File: config.mk
export PLATFORM = sky130hd
export DESIGN_NAME = ps2_cmd_tx
export DESIGN_NICKNAME = d
export VERILOG_FILES = /design/src/rtl/ps2_cmd_pkg.sv /design/src/rtl/ps2_cmd_dp.sv /design/src/rtl/ps2_cmd_ctl.sv /design/src/rtl/ps2_cmd_tx.sv
export SDC_FILE = /design/constraint.sdc
export NUM_CORES = 1
export LEC_CHECK = 0
export ABC_AREA = 1
export BUFFER_PORTS_ARGS = -buffer_cell sky130_fd_sc_hd__clkbuf_2
export CORE_ASPECT_RATIO = 0.7
export CORE_MARGIN = 2
export CORE_UTILIZATION = 38
export CTS_CLUSTER_SIZE = 24
export DETAILED_ROUTE_END_ITERATION = 8
export GPL_ROUTABILITY_DRIVEN = 1
export SKIP_LAST_GASP = 1
export SYNTH_ARGS = -nofsm -noshare
export SYNTH_HDL_FRONTEND = slang
export SYNTH_SLANG_ARGS = --single-unit
File: constraint.sdc
create_clock -name clk -period 1.5 [get_ports clk]
set_input_delay 0.45 -clock clk [delete_from_list [all_inputs] [get_ports clk]]
set_output_delay 0.45 -clock clk [all_outputs]
set_load 0.1 [all_outputs]
File: src/rtl/ps2_cmd_pkg.sv
package ps2_cmd_pkg;

  localparam logic [7:0] CMD_SET_LEDS = 8'hED;
  localparam logic [7:0] RSP_ACCEPT   = 8'hFA;

  // strobes from control to datapath
  typedef struct packed {
    logic tmrClr;
    logic loadCmd;
    logic loadArg;
    logic shift;
    logic clkHold;
    logic frameOn;
  } ctlStb_t;

  // conditions from datapath to control
  typedef struct packed {
    logic clkFall;
    logic clkHigh;
    logic datHigh;
    logic tmrInhDone;
    logic tmrSetupDone;
    logic tmrExpired;
  } dpFlags_t;

  typedef enum logic [1:0] {
    DC_OK       = 2'd0,
    DC_NACK     = 2'd1,
    DC_TIMEOUT  = 2'd2,
    DC_BADREPLY = 2'd3
  } doneCode_e;

endpackage

File: src/rtl/ps2_cmd_dp.sv
module ps2_cmd_dp
  import ps2_cmd_pkg::*;
#(
  parameter int INHIBIT_CYC = 5000,
  parameter int SETUP_CYC   = 250,
  parameter int TIMEOUT_CYC = 750000,
  parameter int SYNC_STAGES = 2
) (
  input  logic       clk,
  input  logic       rstN,
  input  ctlStb_t    stb,
  input  logic [7:0] reqCmd,
  input  logic [2:0] reqLeds,
  input  logic       ps2ClkIn,
  input  logic       ps2DatIn,
  output dpFlags_t   flags,
  output logic       ps2ClkOe,
  output logic       ps2DatOe
);

  localparam int MAX_A = (INHIBIT_CYC > SETUP_CYC) ? INHIBIT_CYC : SETUP_CYC;
  localparam int MAX_C = (MAX_A > TIMEOUT_CYC) ? MAX_A : TIMEOUT_CYC;
  localparam int TW    = $clog2(MAX_C + 1);
  localparam int FW    = 10; // data + parity + stop

  logic [SYNC_STAGES-1:0] clkChain, datChain;
  logic                   clkPrev;
  logic [TW-1:0]          tmr;
  logic [7:0]             argReg;
  logic [FW-1:0]          shReg;
  logic                   txLevel;

  // input synchronisers
  generate
    if (SYNC_STAGES == 1) begin : g_syncOne
      always_ff @(posedge clk) begin
        if (!rstN) begin
          clkChain <= '1;
          datChain <= '1;
        end else begin
          clkChain <= ps2ClkIn;
          datChain <= ps2DatIn;
        end
      end
    end else begin : g_syncMany
      always_ff @(posedge clk) begin
        if (!rstN) begin
          clkChain <= '1;
          datChain <= '1;
        end else begin
          clkChain <= {clkChain[SYNC_STAGES-2:0], ps2ClkIn};
          datChain <= {datChain[SYNC_STAGES-2:0], ps2DatIn};
        end
      end
    end
  endgenerate

  always_ff @(posedge clk) begin
    if (!rstN) clkPrev <= 1'b1;
    else       clkPrev <= clkChain[SYNC_STAGES-1];
  end

  // shared interval timer
  always_ff @(posedge clk) begin
    if (!rstN)                  tmr <= '0;
    else if (stb.tmrClr)        tmr <= '0;
    else if (tmr != TW'(MAX_C)) tmr <= tmr + 1'b1;
  end

  // frame shifter
  always_ff @(posedge clk) begin
    if (!rstN) begin
      argReg  <= '0;
      shReg   <= '1;
      txLevel <= 1'b1;
    end else if (stb.loadCmd) begin
      argReg  <= {5'b0, reqLeds};
      shReg   <= {1'b1, ~^reqCmd, reqCmd};
      txLevel <= 1'b0;
    end else if (stb.loadArg) begin
      shReg   <= {1'b1, ~^argReg, argReg};
      txLevel <= 1'b0;
    end else if (stb.shift) begin
      txLevel <= shReg[0];
      shReg   <= {1'b1, shReg[FW-1:1]};
    end
  end

  // registered pad enables
  always_ff @(posedge clk) begin
    if (!rstN) begin
      ps2ClkOe <= 1'b0;
      ps2DatOe <= 1'b0;
    end else begin
      ps2ClkOe <= stb.clkHold;
      ps2DatOe <= stb.frameOn & ~txLevel;
    end
  end

  always_comb begin
    flags.clkFall      = clkPrev & ~clkChain[SYNC_STAGES-1];
    flags.clkHigh      = clkChain[SYNC_STAGES-1];
    flags.datHigh      = datChain[SYNC_STAGES-1];
    flags.tmrInhDone   = (tmr >= TW'(INHIBIT_CYC - 1));
    flags.tmrSetupDone = (tmr >= TW'(SETUP_CYC - 1));
    flags.tmrExpired   = (tmr >= TW'(TIMEOUT_CYC - 1));
  end

endmodule

File: src/rtl/ps2_cmd_ctl.sv
module ps2_cmd_ctl
  import ps2_cmd_pkg::*;
(
  input  logic       clk,
  input  logic       rstN,
  input  logic       reqValid,
  output logic       reqReady,
  input  logic [7:0] reqCmd,
  input  logic       rxValid,
  input  logic [7:0] rxByte,
  input  dpFlags_t   flags,
  output ctlStb_t    stb,
  output logic       doneValid,
  output logic [1:0] doneCode
);

  typedef enum logic [2:0] {
    S_IDLE, S_INHIBIT, S_START, S_SHIFT, S_TAIL, S_REPLY
  } state_e;

  localparam logic [3:0] LAST_EDGE = 4'd10;

  state_e    state, nextState;
  logic [3:0] bitCnt;
  logic      isLed, onArg, ackOk;
  logic      finish;
  doneCode_e finCode;

  assign reqReady = (state == S_IDLE);

  always_comb begin
    stb       = '0;
    nextState = state;
    finish    = 1'b0;
    finCode   = DC_OK;
    unique case (state)
      S_IDLE: begin
        if (reqValid) begin
          stb.loadCmd = 1'b1;
          stb.tmrClr  = 1'b1;
          nextState   = S_INHIBIT;
        end
      end
      S_INHIBIT: begin
        stb.clkHold = 1'b1;
        if (flags.tmrInhDone) begin
          stb.tmrClr = 1'b1;
          nextState  = S_START;
        end
      end
      S_START: begin
        stb.clkHold = 1'b1;
        stb.frameOn = 1'b1;
        if (flags.tmrSetupDone) begin
          stb.tmrClr = 1'b1;
          nextState  = S_SHIFT;
        end
      end
      S_SHIFT: begin
        stb.frameOn = 1'b1;
        if (flags.clkFall) begin
          stb.shift  = 1'b1;
          stb.tmrClr = 1'b1;
          if (bitCnt == LAST_EDGE) nextState = S_TAIL;
        end else if (flags.tmrExpired) begin
          finish    = 1'b1;
          finCode   = DC_TIMEOUT;
          nextState = S_IDLE;
        end
      end
      S_TAIL: begin
        if (flags.clkHigh && flags.datHigh) begin
          stb.tmrClr = 1'b1;
          if (!ackOk) begin
            finish    = 1'b1;
            finCode   = DC_NACK;
            nextState = S_IDLE;
          end else if (isLed && !onArg) begin
            nextState = S_REPLY;
          end else begin
            finish    = 1'b1;
            finCode   = DC_OK;
            nextState = S_IDLE;
          end
        end else if (flags.tmrExpired) begin
          finish    = 1'b1;
          finCode   = DC_TIMEOUT;
          nextState = S_IDLE;
        end
      end
      S_REPLY: begin
        if (rxValid) begin
          if (rxByte == RSP_ACCEPT) begin
            stb.loadArg = 1'b1;
            stb.tmrClr  = 1'b1;
            nextState   = S_INHIBIT;
          end else begin
            finish    = 1'b1;
            finCode   = DC_BADREPLY;
            nextState = S_IDLE;
          end
        end else if (flags.tmrExpired) begin
          finish    = 1'b1;
          finCode   = DC_TIMEOUT;
          nextState = S_IDLE;
        end
      end
      default: nextState = S_IDLE;
    endcase
  end

  always_ff @(posedge clk) begin
    if (!rstN) begin
      state     <= S_IDLE;
      bitCnt    <= '0;
      isLed     <= 1'b0;
      onArg     <= 1'b0;
      ackOk     <= 1'b0;
      doneValid <= 1'b0;
      doneCode  <= DC_OK;
    end else begin
      state     <= nextState;
      doneValid <= finish;
      if (finish) doneCode <= finCode;
      if (stb.loadCmd) begin
        isLed  <= (reqCmd == CMD_SET_LEDS);
        onArg  <= 1'b0;
        bitCnt <= '0;
      end else if (stb.loadArg) begin
        onArg  <= 1'b1;
        bitCnt <= '0;
      end else if (stb.shift) begin
        bitCnt <= bitCnt + 1'b1;
        if (bitCnt == LAST_EDGE) ackOk <= ~flags.datHigh;
      end
    end
  end

endmodule

File: src/rtl/ps2_cmd_tx.sv
module ps2_cmd_tx
  import ps2_cmd_pkg::*;
#(
  parameter int INHIBIT_CYC = 5000,
  parameter int SETUP_CYC   = 250,
  parameter int TIMEOUT_CYC = 750000,
  parameter int SYNC_STAGES = 2
) (
  input  logic       clk,
  input  logic       rstN,
  input  logic       reqValid,
  output logic       reqReady,
  input  logic [7:0] reqCmd,
  input  logic [2:0] reqLeds,
  input  logic       rxValid,
  input  logic [7:0] rxByte,
  input  logic       ps2ClkIn,
  input  logic       ps2DatIn,
  output logic       ps2ClkOe,
  output logic       ps2DatOe,
  output logic       doneValid,
  output logic [1:0] doneCode
);

  ctlStb_t  stb;
  dpFlags_t flags;

  ps2_cmd_ctl i_ctl (
    .clk       (clk),
    .rstN      (rstN),
    .reqValid  (reqValid),
    .reqReady  (reqReady),
    .reqCmd    (reqCmd),
    .rxValid   (rxValid),
    .rxByte    (rxByte),
    .flags     (flags),
    .stb       (stb),
    .doneValid (doneValid),
    .doneCode  (doneCode)
  );

  ps2_cmd_dp #(
    .INHIBIT_CYC (INHIBIT_CYC),
    .SETUP_CYC   (SETUP_CYC),
    .TIMEOUT_CYC (TIMEOUT_CYC),
    .SYNC_STAGES (SYNC_STAGES)
  ) i_dp (
    .clk      (clk),
    .rstN     (rstN),
    .stb      (stb),
    .reqCmd   (reqCmd),
    .reqLeds  (reqLeds),
    .ps2ClkIn (ps2ClkIn),
    .ps2DatIn (ps2DatIn),
    .flags    (flags),
    .ps2ClkOe (ps2ClkOe),
    .ps2DatOe (ps2DatOe)
  );

endmodule

==> impl_metrics.py <==
metrics = {
    "pwr": {
        "intPower_w": 0.003356,
        "seq_power_share": 0.322,
        "switchingPower_w": 0.001986,
        "power.density_mw_per_mm2": 1118,
        "ir_worst_vdd_v": 0.0006090,
        "p_clk_frac": 0.192,
        "finalPower_w": 0.005342,
        "power_leakage_nw": 2.119,
        "combPwrFrac": 0.486,
        "p_sw_frac": 0.3718,
    },
    "setup_path": {
        "endpoint_kind": "register",
        "worstPathArrival_ps": 1950,
        "start_kind": "register",
        "cp.required_ps": 1730,
        "crit_type": "register to register",
        "crit_fanout": 5,
    },
    "final_layout": {
        "n_antenna_cell": 0,
        "synthToLayoutAreaGrowth_pct": 65.22,
        "drive_above_1_share": 0.5277,
        "nNetsFinal": 576,
        "utilization": 0.6501,
        "final_area_mm2": 0.004780,
    },
    "yosys": {
        "syn_area_mm2": 0.002893,
        "async_flop_share": 0,
        "synth_ff_type": "dfxtp_1",
        "synth_warnings": 0,
        "synth_area_per_cell_um2": 7.196,
        "synth_top_area_cell": "dfxtp_1",
        "synth_cell_types": 41,
        "synth_top_area_share": 0.3668,
        "synth.yosys.seq_area_share": 0.3668,
        "synth_top_cells_by_area": "dfxtp_1, nand2_1, nor2_1",
        "ys_ff_latch": 53,
        "syn_inst": 402,
        "synth_edf_count": 0,
        "synthesis.nets": 437,
    },
    "timing": {
        "relSlewSlack": 0.7277,
        "finalCritPeriodShare": 1.143,
        "fmax_ghz": 0.5833,
        "setup_viol": 29,
        "fin_crit_ps": 1714,
        "slew_violations": 0,
        "clock_skew_ps": 8.000,
        "fin_ws_ps": -214.5,
        "setup_tns_ps": -4354,
        "rsz0062_at_grt": "yes",
        "hold_viol": 0,
        "whs_ps": 325.1,
        "worst_slew_pin_slew_ps": 405.3,
    },
    "floorplan": {
        "ios": 31,
        "start_util": 0.3935,
        "core_mm2": 0.007352,
        "rows": 26,
        "die_y_um": 77,
        "die_w_um": 108.3,
        "dieArea_mm2": 0.008338,
    },
    "placed_design": {
        "place_area_mm2": 0.003861,
        "place_congestion": 0.8476,
        "io_buffer_count": 30,
        "dp_hpwl_um": 5636,
    },
    "grt": {
        "grt_pass1_wl_um": 13340,
        "grtUsageTotal": 0.1993,
        "antenna_found_initial": 0,
        "grt-ovfl-total": 0,
        "grt_pass1_vias": 2897,
        "grt_max_degree": 21,
    },
    "route": {
        "wl_per_cell_um": 13.47,
        "drtIter0Drc": 123,
        "drc_errors": 0,
        "drtAntennaViolNets": 0,
        "num_vias": 3078,
        "via_per_inst": 4.809,
        "dr.pass1.iters": 5,
        "wirelength_um": 8623,
    },
    "clock_network": {
        "clkTransAtPathRegs_ps": 100,
        "worstSkewPairLatency_ps": 300,
        "cts_tree": "yes",
        "numCtsBuffers": 5,
        "root_buffer": "clkbuf_8",
        "max-clock-path-buffers": 2,
        "htreeDepth": 2,
        "clock-sinks": 53,
    },
    "run_status": {
        "outcome": "finished with violations",
        "failed_checks": "setup timing",
    },
    "flow_run": {
        "maxCapViolCount": 0,
    },
    "worst_hold_path": {
        "worstHoldPathType": "input pin to register",
    },
}
worst max-delay path, cell delays in order (launching register included):
cell and delay [ps]:
dfxtp_4 360, buf_6 110, ha_4 150, nand2_4 100, nand2_2 60, o21ai_2 140
a21oi_2 90, nand2_1 90, nand4_1 120, buf_6 160, clkbuf_16 150, nor3_2 100
final timing paths:
path,end,slack [ps],cells after the start,startpoint
worst max register to register,i_dp.tmr[2],-210,11,i_dp.tmr[1]
worst max-delay path,i_dp.tmr[2],-210,11,i_dp.tmr[1]
worst min register to register,i_dp.clkChain[1],420,1,i_dp.clkChain[0]
worst min-delay path,i_dp.datChain[0],330,2,ps2DatIn
layout by cell type, fill, tap and decap left out, types with 7 or more instances in the layout:
| master | instances |
|---|---|
| nand2_1 | 67 |
| inv_2 | 11 |
| ha_1 | 7 |
| a21oi_2 | 17 |
| nand2_4 | 16 |
| buf_4 | 89 |
| dfxtp_1 | 36 |
| o21ai_1 | 11 |
| nand4_1 | 9 |
| nor2_4 | 14 |
| xor2_1 | 12 |
| a21oi_1 | 11 |
| buf_6 | 15 |
| clkbuf_2 | 23 |
| nand2_2 | 13 |
| nand3_2 | 11 |
| buf_12 | 8 |
| inv_1 | 27 |
| nor2_2 | 9 |
| nand3_1 | 15 |
| nor2_1 | 34 |
| dfxtp_2 | 13 |
registers in the layout, indices dropped and copies added, names as in the netlist, 2 cells and up:
register / flops
i_dp.argReg: 3
i_ctl.bitCnt: 4
i_ctl.state: 3
i_dp.tmr: 20
i_ctl.doneCode: 2
i_dp.shReg: 9
i_dp.datChain: 2
i_dp.clkChain: 2
what timing repair did:
item	in CTS	in global routing
gates cloned	0	3
setup buffers	13	16
hold buffers	0	0
gates resized for setup	72	98
pin swaps	26	43
setup endpoints to repair	36	41
metrics by stage:
stage,setup slack [ps],instances
after floorplan,-69.64,402
final,-214.5,640
after global placement,-357.0,603
after CTS,-194.4,622
after detailed placement,-366.1,603
after global routing,-309.2,640
kinds of logic (layout without fill, tap and decap cells):
group	count (synthesis)	count (layout)	synth area share
buf+inv	51	191	0.07570
fa+ha+maj	10	10	0.04325
compound gates	57	57	0.1190
simple gates	216	216	0.3499
flops	53	53	0.3668
xor+xnor	15	15	0.04542
layout make-up:
type / count / area (um^2)
Clock buffer: 7 / 86.33
Clock inverter: 1 / 30.03
Fill cell: 593 / 2572
Inverter: 43 / 196.4
Multi-Input combinational cell: 298 / 2044
Sequential cell: 53 / 1092
Tap cell: 98 / 122.6
Timing Repair Buffer: 140 / 1207
cell usage after synthesis (5+ instances only):
cell	instances
nand4_1	9
nor3_1	7
or2_2	6
nand2_2	6
inv_1	35
nor2_1	50
xor2_1	12
dfxtp_1	53
nor2_2	5
ha_1	10
o21ai_0	20
a21oi_1	20
nand3_1	24
a21oi_2	9
nand2_1	90
inv_2	7
power by group through the flow:
stage / clock, W / combinational (W) / sequential (W)
after floorplan: 0 / 0.00104 / 0.00177
after global placement: 0 / 0.00176 / 0.00170
after detailed placement: 0 / 0.00178 / 0.00170
after CTS: 0.00104 / 0.00193 / 0.00169
after global routing: 0.00111 / 0.00277 / 0.00173
final: 0.00102 / 0.00260 / 0.00172
per-layer routing:
| metal | track usage | vias to the layer above | wire length, um |
|---|---|---|---|
| li1 | - | 1587 | - |
| met1 | 0.2883 | 1400 | 4127 |
| met2 | 0.3082 | 83 | 3940 |
| met3 | 0.03571 | 8 | 489 |
| met4 | 0.04359 | 0 | 65 |
| met5 | 0 | - | 0 |
No activity file was read; power rests on OpenSTA's default activity.
